## src/rtl/wordprog_pkg.sv

```systemverilog
package wordprog_pkg;
   localparam logic [7:0] OP_WORD  = 8'hAD;
   localparam logic [7:0] OP_WREN  = 8'h06;
   localparam logic [7:0] OP_WRDI  = 8'h04;
   localparam logic [7:0] OP_RDSR  = 8'h05;
   localparam logic [7:0] OP_RB_ON = 8'h70;
   localparam logic [7:0] OP_RB_OFF = 8'h80;
   // frame lengths in bytes, opcode included
   localparam int FIRST_LEN = 6;
   localparam int NEXT_LEN  = 3;
   localparam int CNT_W     = 3;
endpackage

```

## src/rtl/wordprog_frame.sv

```systemverilog
module wordprog_frame
   import wordprog_pkg::*;
(
   input  logic                   clk,
   input  logic                   rst_n,
   input  logic                   cs_n,
   input  logic                   rx_valid,
   input  logic [7:0]             rx_byte,
   output logic                   frame_end,
   output logic [CNT_W-1:0]       frame_len,
   output logic [FIRST_LEN*8-1:0] frame_bytes,
   output logic                   head_valid,
   output logic [7:0]             head_byte
);
   localparam logic [CNT_W-1:0] CNT_MAX = '1;

   logic             cs_q;
   logic [CNT_W-1:0] cnt_q;

   always_ff @(posedge clk) begin
      if (!rst_n) begin
         cs_q  <= 1'b1;
         cnt_q <= '0;
      end else begin
         cs_q <= cs_n;
         if (cs_n)
            cnt_q <= '0;
         else if (rx_valid && cnt_q != CNT_MAX)
            cnt_q <= cnt_q + 1'b1;
      end
   end

   // one holding register per byte slot of the longest frame
   for (genvar i = 0; i < FIRST_LEN; i++) begin : g_slot
      logic [7:0] slot_q;
      always_ff @(posedge clk) begin
         if (!rst_n)
            slot_q <= '0;
         else if (rx_valid && !cs_n && cnt_q == CNT_W'(i))
            slot_q <= rx_byte;
      end
      assign frame_bytes[i*8 +: 8] = slot_q;
   end

   assign frame_end  = cs_n & ~cs_q;
   assign frame_len  = cnt_q;
   assign head_valid = rx_valid & ~cs_n & (cnt_q == '0);
   assign head_byte  = rx_byte;
endmodule

```

## src/rtl/wordprog_busy.sv

```systemverilog
module wordprog_busy #(
   parameter int BUSY_CYC = 20
) (
   input  logic clk,
   input  logic rst_n,
   input  logic start,
   output logic busy
);
   localparam int TMR_W = $clog2(BUSY_CYC + 1);

   if (BUSY_CYC < 1) begin : g_bad_cyc
      $error("BUSY_CYC must be at least 1");
   end

   if (BUSY_CYC == 1) begin : g_flop
      logic b_q;
      always_ff @(posedge clk) begin
         if (!rst_n) b_q <= 1'b0;
         else        b_q <= start;
      end
      assign busy = b_q;
   end else begin : g_count
      logic [TMR_W-1:0] t_q;
      always_ff @(posedge clk) begin
         if (!rst_n)
            t_q <= '0;
         else if (start)
            t_q <= TMR_W'(BUSY_CYC);
         else if (t_q != '0)
            t_q <= t_q - 1'b1;
      end
      assign busy = (t_q != '0);
   end

   // an accepted word makes busy visible on the next cycle
   a_r6_busy_after_start: assert property (@(posedge clk) disable iff (!rst_n)
      start |=> busy);
   // busy only rises because of a start
   a_r6_rise_needs_start: assert property (@(posedge clk) disable iff (!rst_n)
      $rose(busy) |-> $past(start));
endmodule

```

## src/rtl/wordprog_array.sv

```systemverilog
module wordprog_array #(
   parameter int DEPTH = 64,
   parameter int IDX_W = $clog2(DEPTH)
) (
   input  logic             clk,
   input  logic             rst_n,
   input  logic             we,
   input  logic [IDX_W-1:0] widx,
   input  logic [7:0]       d0,
   input  logic [7:0]       d1,
   input  logic [IDX_W-1:0] rd_idx,
   output logic [7:0]       rd_data
);
   logic [DEPTH*8-1:0] mem_flat;

   for (genvar i = 0; i < DEPTH; i++) begin : g_cell
      localparam int ODD = i % 2;
      logic [7:0] cell_q;
      logic [7:0] dsel;
      logic       hit;
      assign dsel = (ODD != 0) ? d1 : d0;
      assign hit  = we && (widx[IDX_W-1:1] == (IDX_W-1)'(i / 2));
      always_ff @(posedge clk) begin
         if (!rst_n)
            cell_q <= 8'hFF;
         else if (hit)
            cell_q <= cell_q & dsel;
      end
      assign mem_flat[i*8 +: 8] = cell_q;

      // a stored byte never gains a 1 bit
      a_r5_bits_only_clear: assert property (@(posedge clk) disable iff (!rst_n)
         (cell_q & ~$past(cell_q)) == 8'h00);
   end

   assign rd_data = mem_flat[{rd_idx, 3'b000} +: 8];
endmodule

```

## src/rtl/wordprog_ctrl.sv

```systemverilog
module wordprog_ctrl
   import wordprog_pkg::*;
#(
   parameter int DEPTH = 64,
   parameter int IDX_W = $clog2(DEPTH)
) (
   input  logic                   clk,
   input  logic                   rst_n,
   input  logic                   cs_n,
   input  logic                   frame_end,
   input  logic [CNT_W-1:0]       frame_len,
   input  logic [FIRST_LEN*8-1:0] frame_bytes,
   input  logic                   head_valid,
   input  logic [7:0]             head_byte,
   input  logic                   busy,
   input  logic                   prot_en,
   input  logic [IDX_W-1:0]       prot_base,
   output logic                   prog_go,
   output logic [IDX_W-1:0]       prog_idx,
   output logic [7:0]             prog_d0,
   output logic [7:0]             prog_d1,
   output logic                   wel,
   output logic                   aai,
   output logic                   rb_en,
   output logic                   sts_rd
);
   logic [7:0]       op, b1, b2, b3, b4, b5;
   logic [23:0]      ent_addr;
   logic             range_ok;
   logic [IDX_W-1:0] ent_idx, tgt_idx, word_q;
   logic [IDX_W:0]   tgt_hi;
   logic             prot_hit, len_ok, word_cmd, single;
   logic             wren_cmd, wrdi_cmd, rbon_cmd, rboff_cmd, top_hit;

   assign op = frame_bytes[7:0];
   assign b1 = frame_bytes[15:8];
   assign b2 = frame_bytes[23:16];
   assign b3 = frame_bytes[31:24];
   assign b4 = frame_bytes[39:32];
   assign b5 = frame_bytes[47:40];

   assign ent_addr = {b1, b2, b3};
   assign range_ok = (ent_addr >> IDX_W) == 24'd0;
   assign ent_idx  = {ent_addr[IDX_W-1:1], 1'b0};
   assign tgt_idx  = aai ? word_q : ent_idx;
   assign tgt_hi   = {1'b0, tgt_idx} + {{IDX_W{1'b0}}, 1'b1};
   assign prot_hit = prot_en && (tgt_hi >= {1'b0, prot_base});
   assign len_ok   = aai ? (frame_len == CNT_W'(NEXT_LEN))
                         : (frame_len == CNT_W'(FIRST_LEN));

   assign word_cmd = frame_end && op == OP_WORD && len_ok && !busy && wel
                     && (aai || range_ok) && !prot_hit;
   assign single    = frame_end && frame_len == CNT_W'(1);
   assign wren_cmd  = single && op == OP_WREN && !aai;
   assign wrdi_cmd  = single && op == OP_WRDI;
   assign rbon_cmd  = single && op == OP_RB_ON && !aai;
   assign rboff_cmd = single && op == OP_RB_OFF && !aai;
   assign top_hit   = word_cmd && (tgt_idx == IDX_W'(DEPTH - 2));

   always_ff @(posedge clk) begin
      if (!rst_n) begin
         wel    <= 1'b0;
         aai    <= 1'b0;
         rb_en  <= 1'b0;
         sts_rd <= 1'b0;
         word_q <= '0;
      end else begin
         if (wrdi_cmd || top_hit)  wel <= 1'b0;
         else if (wren_cmd)        wel <= 1'b1;

         if (wrdi_cmd || top_hit)  aai <= 1'b0;
         else if (word_cmd)        aai <= 1'b1;

         if (word_cmd) word_q <= tgt_idx + IDX_W'(2);

         if (rbon_cmd)       rb_en <= 1'b1;
         else if (rboff_cmd) rb_en <= 1'b0;

         if (cs_n)
            sts_rd <= 1'b0;
         else if (head_valid && head_byte == OP_RDSR && !(aai && rb_en))
            sts_rd <= 1'b1;
      end
   end

   assign prog_go  = word_cmd;
   assign prog_idx = tgt_idx;
   assign prog_d0  = aai ? b1 : b4;
   assign prog_d1  = aai ? b2 : b5;

   // the mode never runs without the write enable latch
   a_r3_mode_has_wel: assert property (@(posedge clk) disable iff (!rst_n)
      aai |-> wel);
   a_r3_entry_had_wel: assert property (@(posedge clk) disable iff (!rst_n)
      $rose(aai) |-> $past(wel));
   // the running word index stays even
   a_r13_word_even: assert property (@(posedge clk) disable iff (!rst_n)
      aai |-> (word_q[0] == 1'b0));
   // no status read while hardware ready/busy reporting owns the mode
   a_r8_no_rdsr_hw: assert property (@(posedge clk) disable iff (!rst_n)
      (aai && rb_en) |-> !sts_rd);
   // a write-disable frame leaves the mode and the latch clear
   a_r7_wrdi_exits: assert property (@(posedge clk) disable iff (!rst_n)
      (frame_end && frame_len == CNT_W'(1) && op == OP_WRDI) |=> (!aai && !wel));
   // no word is accepted while busy
   a_r6_no_prog_busy: assert property (@(posedge clk) disable iff (!rst_n)
      prog_go |-> !busy);
endmodule

```

## src/rtl/wordprog_seq.sv

```systemverilog
module wordprog_seq
   import wordprog_pkg::*;
#(
   parameter int DEPTH    = 64,
   parameter int BUSY_CYC = 20,
   localparam int IDX_W   = $clog2(DEPTH)
) (
   input  logic             clk,
   input  logic             rst_n,
   input  logic             cs_n,
   input  logic             rx_valid,
   input  logic [7:0]       rx_byte,
   input  logic             prot_en,
   input  logic [IDX_W-1:0] prot_base,
   input  logic [IDX_W-1:0] rd_addr,
   output logic [7:0]       rd_data,
   output logic [7:0]       sts,
   output logic             sts_rd,
   output logic             rb_oe,
   output logic             rb_level
);
   if (DEPTH < 4 || (DEPTH & (DEPTH - 1)) != 0) begin : g_bad_depth
      $error("DEPTH must be a power of two, at least 4");
   end
   if (IDX_W > 24) begin : g_bad_span
      $error("DEPTH exceeds the 24-bit address space");
   end

   logic                   frame_end, head_valid;
   logic [CNT_W-1:0]       frame_len;
   logic [FIRST_LEN*8-1:0] frame_bytes;
   logic [7:0]             head_byte;
   logic                   busy, prog_go, wel, aai, rb_en;
   logic [IDX_W-1:0]       prog_idx;
   logic [7:0]             prog_d0, prog_d1;

   wordprog_frame u_frame (
      .clk(clk), .rst_n(rst_n), .cs_n(cs_n), .rx_valid(rx_valid),
      .rx_byte(rx_byte), .frame_end(frame_end), .frame_len(frame_len),
      .frame_bytes(frame_bytes), .head_valid(head_valid), .head_byte(head_byte)
   );

   wordprog_ctrl #(.DEPTH(DEPTH), .IDX_W(IDX_W)) u_ctrl (
      .clk(clk), .rst_n(rst_n), .cs_n(cs_n), .frame_end(frame_end),
      .frame_len(frame_len), .frame_bytes(frame_bytes),
      .head_valid(head_valid), .head_byte(head_byte), .busy(busy),
      .prot_en(prot_en), .prot_base(prot_base), .prog_go(prog_go),
      .prog_idx(prog_idx), .prog_d0(prog_d0), .prog_d1(prog_d1),
      .wel(wel), .aai(aai), .rb_en(rb_en), .sts_rd(sts_rd)
   );

   wordprog_busy #(.BUSY_CYC(BUSY_CYC)) u_busy (
      .clk(clk), .rst_n(rst_n), .start(prog_go), .busy(busy)
   );

   wordprog_array #(.DEPTH(DEPTH), .IDX_W(IDX_W)) u_array (
      .clk(clk), .rst_n(rst_n), .we(prog_go), .widx(prog_idx),
      .d0(prog_d0), .d1(prog_d1), .rd_idx(rd_addr), .rd_data(rd_data)
   );

   // bit 6 mode, bit 1 latch, bit 0 busy
   assign sts      = {1'b0, aai, 4'b0000, wel, busy};
   assign rb_oe    = rb_en & ~cs_n & ~sts_rd;
   assign rb_level = ~busy;

   // the ready/busy level shows busy for a whole programming window
   a_r9_level_busy: assert property (@(posedge clk) disable iff (!rst_n)
      prog_go |=> !rb_level);
endmodule

```

## config.mk

```make
export PLATFORM = sky130hd
export DESIGN_NAME = wordprog_seq
export DESIGN_NICKNAME = d
export VERILOG_FILES = /design/src/rtl/wordprog_pkg.sv /design/src/rtl/wordprog_frame.sv /design/src/rtl/wordprog_busy.sv /design/src/rtl/wordprog_array.sv /design/src/rtl/wordprog_ctrl.sv /design/src/rtl/wordprog_seq.sv
export SDC_FILE = /design/constraint.sdc
export NUM_CORES = 1
export LEC_CHECK = 0
export CAP_MARGIN = 20
export CORE_MARGIN = 8
export CORE_UTILIZATION = 33
export DETAILED_ROUTE_END_ITERATION = 8
export GPL_TIMING_DRIVEN = 0
export PLACE_DENSITY = 0.48
export REMOVE_ABC_BUFFERS = 1
export SYNTH_ARGS = -nofsm -noshare
export SYNTH_HDL_FRONTEND = slang
export SYNTH_HIERARCHICAL = 1
export SYNTH_SLANG_ARGS = --single-unit
```

## constraint.sdc

```tcl
create_clock -name clk -period 11.3 [get_ports clk]
set_input_delay 1.695 -clock clk [delete_from_list [all_inputs] [get_ports clk]]
set_output_delay 1.695 -clock clk [all_outputs]
set_load 0.01 [all_outputs]
```

==> impl_metrics.env, run 1 <==
export IMPL_outcome="finished, final reports clean"
export IMPL_place_ws_ns=4.00
export IMPL_worstSetupStartpoint="rd_addr[2]"
export IMPL_fmax_ghz=0.137
export IMPL_drtIter0Drc=1356
export IMPL_rsz0062_at_grt="no"
export IMPL_pwr_share_clk_pct=48.8
export IMPL_ir_drop_v=0.000101
export IMPL_cap_violations=0
export IMPL_p_sw_mw=0.999
export IMPL_coreArea_sq_um=69700
export IMPL_cts_sinks=578
export IMPL_final_cells=3345
export IMPL_antenna_found_initial=2
export IMPL_hold_path_class="reg2reg"
export IMPL_setup_viol=0
export IMPL_final_common_cell="nand2_1"
export IMPL_multi_input_comb_area_sq_um=10400
export IMPL_syn_instance_count=2455
export IMPL_drive_gt1_share_pct=11.8
export IMPL_period_share_pct=64.7
export IMPL_htree_levels=3
export IMPL_cts_resized=0
export IMPL_crit_fanout=51
export IMPL_final_cell_mix="nand2_1 (632), dfxtp_1 (577), o21ai_0 (570), mux4_2 (128), clkbuf_16 (73)"
export IMPL_dp_cells=3223
export IMPL_initial_core_util_pct=33.2
export IMPL_grt_use_total_pct=16.5
export IMPL_path_class="in2out"
export IMPL_grt_pass1_wl_microns=103000
export IMPL_r2r_end="u_array/g_cell[27].cell_q[2]"
export IMPL_post_route_util_pct=37.4
export IMPL_route_detailed_drc=0
export IMPL_io_buffers=38
export IMPL_layout_setup_ws_ns=3.98
export IMPL_setup_tns_ns=0
export IMPL_grt_max_degree=161
export IMPL_ys_warn_count=6
export IMPL_ant_nets=0
export IMPL_register_area_sq_um=11600
export IMPL_clockBufferDepth=3
export IMPL_gp_congestion=0.736
export IMPL_pwr_share_seq_pct=46.3
export IMPL_p_int_mw=3.45
export IMPL_overflow=0
export IMPL_hold_violations=0
export IMPL_power_density_nw_per_um2=171
export IMPL_routed_via_density=5.28
export IMPL_r2r_start="u_ctrl/aai"
export IMPL_p_sw_share_pct=22.4
export IMPL_totalWireLength_microns=65500
export IMPL_end_kind="primary output"
export IMPL_r2r_slack_ns=5.74
export IMPL_post_cts_buffers=0
export IMPL_routedWlPerCell_microns=19.6
export IMPL_die_area_sq_um=78800
export IMPL_worst_pin_slew_ns=0.961
export IMPL_relSlewSlack_pct=35.9
export IMPL_p_comb_share_pct=5.0
export IMPL_first_global_vias=17400
export IMPL_syn_area_sq_um=23100
export IMPL_fp_dieW_microns=281
export IMPL_syn_avg_cell_area_sq_um=9.42
export IMPL_crit_end="rd_data[6]"
export IMPL_cts_root_buf="clkbuf_16"
export IMPL_tritoncts_num_buffers=68
export IMPL_cp_required_ns=9.61
export IMPL_placed_cell_area_sq_um=23800
export IMPL_rows=97
export IMPL_nets=2394
export IMPL_fin_crit_ns=7.32
export IMPL_area_growth_pct=12.8
export IMPL_p_leak_nw=9.15
export IMPL_dr_pass1_iters=6
export IMPL_r2r_cells=15
export IMPL_start_kind="input port"
export IMPL_crit_arrival_ns=5.62
export IMPL_num_vias=17700
export IMPL_slew_violations=0
export IMPL_cts_clk_slew_worst_paths_ns=0.06
export IMPL_cts_tree="yes"
export IMPL_dp_hpwl_microns=37700
export IMPL_pin_count=44
export IMPL_fill_cells=7019
export IMPL_hold_buffers=0
export IMPL_die_height_microns=281
export IMPL_stdcell_area_sq_um=26100
export IMPL_clock_skew_ns=0.0149
export IMPL_clock_latency_ns=0.59
[sequential cells by signal, indices dropped and copies added (netlist names)]
register and count:
u_ctrl/aai 1, u_frame/frame_len 3, u_ctrl/wel 1, u_array/g_cell.cell_q 512, u_frame/g_slot.slot_q 47, u_ctrl/sts_rd 1, u_busy/g_count.t_q 5, u_ctrl/rb_en 1
u_frame/cs_q 1, u_ctrl/word_q 6
[cell type report]
type,instances,share of cell area (%)
clock inverters,16,0.413
repair buffers,46,2.29
diodes,1,0.00960
inverters,21,0.307
clock buffers,105,8.20
multi-input cells,1638,39.9
well taps,940,4.51
flip-flops and latches,578,44.4
[worst min path at each step]
stage,startpoint,end,cells after the start
floorplan,u_ctrl/word_q[0],u_ctrl/word_q[0],1
global placement,u_ctrl/word_q[0],u_ctrl/word_q[0],1
detailed placement,u_ctrl/word_q[0],u_ctrl/word_q[0],1
CTS,u_ctrl/word_q[0],u_ctrl/word_q[0],1
global route,u_ctrl/word_q[0],u_ctrl/word_q[0],1
finish,u_ctrl/word_q[0],u_ctrl/word_q[0],1
[stage by stage]
step,power (mW),hold slack [ns]
finish,4.45,0.455
global route,4.62,0.469
CTS,4.52,0.452
detailed placement,2.33,0.445
global placement,2.34,0.435
floorplan,2.19,0.430
[layer usage]
| layer | wire length [microns] | vias to the layer above | global-route usage, % |
|---|---|---|---|
| li1 | - | 8332 | - |
| met1 | 29900 | 8799 | 22.1 |
| met2 | 30800 | 442 | 26.9 |
| met3 | 3130 | 94 | 2.47 |
| met4 | 1670 | 2 | 5.81 |
| met5 | 14 | - | 0 |
[critical path: stages]
cell	delay (ns)
buf_4	0.66
clkinv_2	0.83
nand2_1	0.66
o221ai_1	0.24
o31ai_1	0.77
clkdlybuf4s50_1	0.69
[power groups by stage]
stage	clock [mW]	combinational, mW	sequential [mW]
floorplan	0	0.0924	2.10
global placement	0	0.233	2.10
detailed placement	0	0.224	2.10
CTS	2.24	0.224	2.06
global route	2.33	0.241	2.06
finish	2.17	0.221	2.06
No activity file was read; power rests on OpenSTA's default activity.
==> run 2, diff against run 1 <==
- PLACE_DENSITY: 0.48 -> 0.49
- clock period: 11.3 -> 6.21 ns (I/O delays scaled with it)
==> run 2 against run 1 <==
  * Die area unchanged
  * Sequential cell count unchanged
  * Final cell count down 0.18%
==> impl_metrics.env, run 2 (same netlist as run 1, synthesis figures left out) <==
export IMPL_place_ws_ns=0.541
export IMPL_die_height_microns=281
export IMPL_routed_via_density=5.31
export IMPL_rows=97
export IMPL_fmax_ghz=0.174
export IMPL_route_detailed_drc=0
export IMPL_crit_arrival_ns=6.18
export IMPL_htree_levels=3
export IMPL_clock_skew_ns=0.0205
export IMPL_cts_root_buf="clkbuf_16"
export IMPL_grt_pass1_wl_microns=99000
export IMPL_clock_latency_ns=0.60
export IMPL_worst_pin_slew_ns=0.934
export IMPL_r2r_start="u_ctrl/aai"
export IMPL_grt_use_total_pct=15.9
export IMPL_fill_cells=7013
export IMPL_initial_core_util_pct=33.2
export IMPL_pin_count=44
export IMPL_layout_setup_ws_ns=0.473
export IMPL_coreArea_sq_um=69700
export IMPL_dp_hpwl_microns=37200
export IMPL_overflow=0
export IMPL_ir_drop_v=0.000237
export IMPL_end_kind="register"
export IMPL_io_buffers=38
export IMPL_cp_required_ns=6.65
export IMPL_dp_cells=3221
export IMPL_path_class="reg2reg"
export IMPL_register_area_sq_um=11600
export IMPL_drive_gt1_share_pct=11.2
export IMPL_outcome="finished, final reports clean"
export IMPL_hold_start="u_ctrl/word_q[0]"
export IMPL_ant_nets=0
export IMPL_cap_violations=0
export IMPL_die_area_sq_um=78800
export IMPL_setup_tns_ns=0
export IMPL_clockBufferDepth=3
export IMPL_routedWlPerCell_microns=19.4
export IMPL_hold_path_class="reg2reg"
export IMPL_first_global_vias=16800
export IMPL_final_cells=3339
export IMPL_drtIter0Drc=1408
export IMPL_num_vias=17700
export IMPL_multi_input_comb_area_sq_um=10400
export IMPL_antenna_found_initial=0
export IMPL_power_density_nw_per_um2=304
export IMPL_fin_crit_ns=5.74
export IMPL_setup_viol=0
export IMPL_period_share_pct=92.4
export IMPL_post_route_util_pct=37.1
export IMPL_worstSetupStartpoint="u_ctrl/aai"
export IMPL_crit_fanout=34
export IMPL_hold_buffers=0
export IMPL_start_kind="register"
export IMPL_final_common_cell="nand2_1"
export IMPL_power_mw=7.86
export IMPL_cts_clk_slew_worst_paths_ns=0.06
export IMPL_p_leak_nw=9.03
export IMPL_tritoncts_num_buffers=66
export IMPL_slew_violations=0
export IMPL_final_cell_mix="nand2_1 (632), dfxtp_1 (577), o21ai_0 (570), mux4_2 (128), clkbuf_16 (67)"
export IMPL_largest_reg_flops=512
export IMPL_dr_pass1_iters=7
export IMPL_cts_sinks=578
export IMPL_rsz0062_at_grt="no"
export IMPL_hold_violations=0
export IMPL_top_regs="u_array/g_cell.cell_q x512, u_frame/g_slot.slot_q x47, u_ctrl/word_q x6"
export IMPL_gp_congestion=0.740
export IMPL_area_growth_pct=11.9
export IMPL_nets=2391
export IMPL_totalWireLength_microns=64800
export IMPL_regMostFlops="u_array/g_cell.cell_q"
export IMPL_relSlewSlack_pct=37.7
export IMPL_fp_dieW_microns=281
export IMPL_grt_max_degree=178
export IMPL_cts_tree="yes"
run 2: cell types whose count changed in the layout (fill, tap and decap cells not counted), sizes merged:
cell	previous run	this run
buf	13	12
bufinv	1	0
clkinv	15	7
inv	20	24
run 2: timing repair:
item,in CTS,in global routing
gates resized for setup,0,1
endpoints found under the hold margin,0,0
endpoints found under the setup margin,0,3
setup buffers,0,0
run 2: report_power, final:
| group | switching (mW) | leakage [nW] | internal (mW) |
|---|---|---|---|
| clock | 1.53 | 1.01 | 2.19 |
| combinational | 0.251 | 3.34 | 0.149 |
| sequential | 0.0193 | 4.68 | 3.73 |
| total | 1.80 | 9.03 | 6.06 |
run 2: critical path, cell delays in order (launching register included):
cell and delay [ns]:
dfxtp_2 0.90, mux2i_1 0.27, inv_1 0.45, ha_1 0.31
nand2_1 0.10, nor3_1 0.19, xnor2_1 0.21, ha_1 0.31
and3_1 0.22, nor4_1 0.22, and4_1 0.49, nand2b_1 0.18
nor3b_1 0.54, nand2_1 0.66, o21ai_0 0.42, nand2_1 0.08
run 2: final cells by class:
type	count	share of cell area, %
clock buffer	105	7.65
clock inverter	11	0.368
inverter	21	0.309
antenna	1	0.00967
tap	940	4.55
multi-input combinational	1638	40.2
timing repair buffer	45	2.21
sequential	578	44.7
run 2: final timing paths:
path,end,slack (ns),cells after the start
hold / removal,u_ctrl/word_q[0],0.45,1
setup / recovery,u_array/g_cell[11].cell_q[4],0.47,15
hold reg to reg,u_ctrl/word_q[0],0.45,1
setup reg to reg,u_array/g_cell[11].cell_q[4],0.47,15
run 2: per-layer routing:
layer,track usage [%],vias up,wire [microns]
met1,21.9,8831,30100
li1,-,8350,-
met2,25.4,443,29900
met4,4.37,0,1430
met5,0,-,0
met3,3.05,91,3320
run 2: stage by stage:
stage                     cell area [sq um]  hold slack (ns)
after CTS                             25900            0.450
after detailed placement              23800            0.442
final                                 25900            0.447
after global placement                23600            0.438
after floorplan                       22000            0.430
after global routing                  25900            0.468
==> run 3, diff against run 2 <==
- CAP_MARGIN: 20 -> 10
- TNS_END_PERCENT: unset -> 20
==> run 3 against run 2 <==
  * Sequential cell count unchanged
  * Clock power about the same
  * Global-route usage stayed put
  * Hold slack hardly changed
  * Largest cell class unchanged
==> impl_metrics.env, run 3 (same netlist as run 1, synthesis figures left out) <==
export IMPL_outcome="finished, final reports clean"
export IMPL_power_density_nw_per_um2=304
export IMPL_cap_violations=0
export IMPL_antenna_found_initial=0
export IMPL_grt_use_met3_pct=3.05
export IMPL_routed_via_density=5.29
export IMPL_totalWireLength_microns=64700
export IMPL_num_vias=17700
export IMPL_place_ws_ns=0.541
export IMPL_grt_util_met2_pct=25.4
export IMPL_path_class="reg2reg"
export IMPL_hold_path_class="reg2reg"
export IMPL_largest_reg_flops=512
export IMPL_ir_drop_v=0.000237
export IMPL_p_leak_nw=9.03
export IMPL_initial_core_util_pct=33.2
export IMPL_grt_max_degree=178
export IMPL_cts_root_buf="clkbuf_16"
export IMPL_grt_use_total_pct=15.9
export IMPL_clockBufferDepth=3
export IMPL_gp_congestion=0.740
export IMPL_setup_viol=0
export IMPL_setup_tns_ns=0
export IMPL_coreArea_sq_um=69700
export IMPL_rows=97
export IMPL_rsz0062_at_grt="no"
export IMPL_whs_ns=0.447
export IMPL_relSlewSlack_pct=20.7
export IMPL_dr_pass1_iters=5
export IMPL_placed_cell_area_sq_um=23800
export IMPL_end_kind="register"
export IMPL_route_detailed_drc=0
export IMPL_pin_count=44
export IMPL_fp_dieW_microns=281
export IMPL_stdcell_area_sq_um=25900
export IMPL_diodes=0
export IMPL_die_area_sq_um=78800
export IMPL_die_height_microns=281
export IMPL_crit_arrival_ns=6.10
export IMPL_cts_tree="yes"
export IMPL_fmax_ghz=0.177
export IMPL_first_global_vias=16800
export IMPL_io_buffers=38
export IMPL_grt_busiest_layer="met2"
export IMPL_clock_latency_ns=0.60
export IMPL_top_regs="u_array/g_cell.cell_q x512, u_frame/g_slot.slot_q x47, u_ctrl/word_q x6"
export IMPL_area_growth_pct=11.9
export IMPL_overflow=0
export IMPL_final_cells=3337
export IMPL_hold_violations=0
export IMPL_final_cell_mix="nand2_1 (632), dfxtp_1 (577), o21ai_0 (570), mux4_2 (128), clkbuf_16 (67)"
export IMPL_drtIter0Drc=1452
export IMPL_final_common_cell="nand2_1"
export IMPL_period_share_pct=91.1
export IMPL_routedWlPerCell_microns=19.4
export IMPL_drive_gt1_share_pct=11.2
export IMPL_dp_cells=3221
export IMPL_crit_fanout=34
export IMPL_dp_hpwl_microns=37200
export IMPL_grt_pass1_wl_microns=99000
export IMPL_post_route_util_pct=37.1
export IMPL_slew_violations=0
export IMPL_clock_skew_ns=0.0225
export IMPL_fin_crit_ns=5.66
export IMPL_cts_clk_slew_worst_paths_ns=0.06
export IMPL_post_cts_buffers=0
export IMPL_cts_sinks=578
export IMPL_grtUsageMet1_pct=21.9
export IMPL_regMostFlops="u_array/g_cell.cell_q"
export IMPL_htree_levels=3
export IMPL_ant_nets=0
export IMPL_layout_setup_ws_ns=0.552
export IMPL_cp_required_ns=6.65
export IMPL_nets=2390
export IMPL_start_kind="register"
export IMPL_worst_pin_slew_ns=1.19
export IMPL_power_mw=7.86
export IMPL_tritoncts_num_buffers=66
run 3: final timing paths:
kind | start | end | slack (ns) | depth (start not counted)
min reg2reg | u_ctrl/word_q[0] | u_ctrl/word_q[0] | 0.45 | 1
max reg2reg | u_ctrl/aai | u_array/g_cell[11].cell_q[4] | 0.55 | 15
max | u_ctrl/aai | u_array/g_cell[11].cell_q[4] | 0.55 | 15
min | u_ctrl/word_q[0] | u_ctrl/word_q[0] | 0.45 | 1
run 3: area by class of cell:
| type | count | area [sq um] |
|---|---|---|
| multi-input cells | 1638 | 10400 |
| inverters | 21 | 80.1 |
| repair buffers | 44 | 556 |
| fillers | 7016 | 43800 |
| clock buffers | 105 | 1980 |
| well taps | 940 | 1180 |
| clock inverters | 11 | 95.1 |
| flip-flops and latches | 578 | 11600 |
run 3: where the power goes:
part / switching, mW / internal, mW / total (mW)
Combinational: 0.250 / 0.148 / 0.398
Sequential: 0.0193 / 3.73 / 3.75
Clock: 1.52 / 2.19 / 3.71
run 3: per-layer routing:
metal	part of all wire, %	vias to the layer above	wire (microns)
met2	46	455	29800
li1	-	8342	-
met5	0	-	0
met3	5.6	85	3610
met4	2.2	0	1450
met1	46	8785	29800
run 3: critical path: stages, from the launching register on:
cell and delay (ns):
dfxtp_2 0.89, mux2i_1 0.27, inv_1 0.45, ha_1 0.31, nand2_1 0.10, nor3_1 0.18
xnor2_1 0.19, ha_1 0.31, and3_1 0.22, nor4_1 0.22, and4_1 0.49, nand2b_1 0.18
nor3b_1 0.54, nand2_1 0.64, o21ai_0 0.40, nand2_1 0.08
run 3: timing repair:
| action | in CTS | in global routing |
|---|---|---|
| setup endpoints to repair | 0 | 3 |
| hold buffers | 0 | 0 |
| gates resized for setup | 0 | 1 |
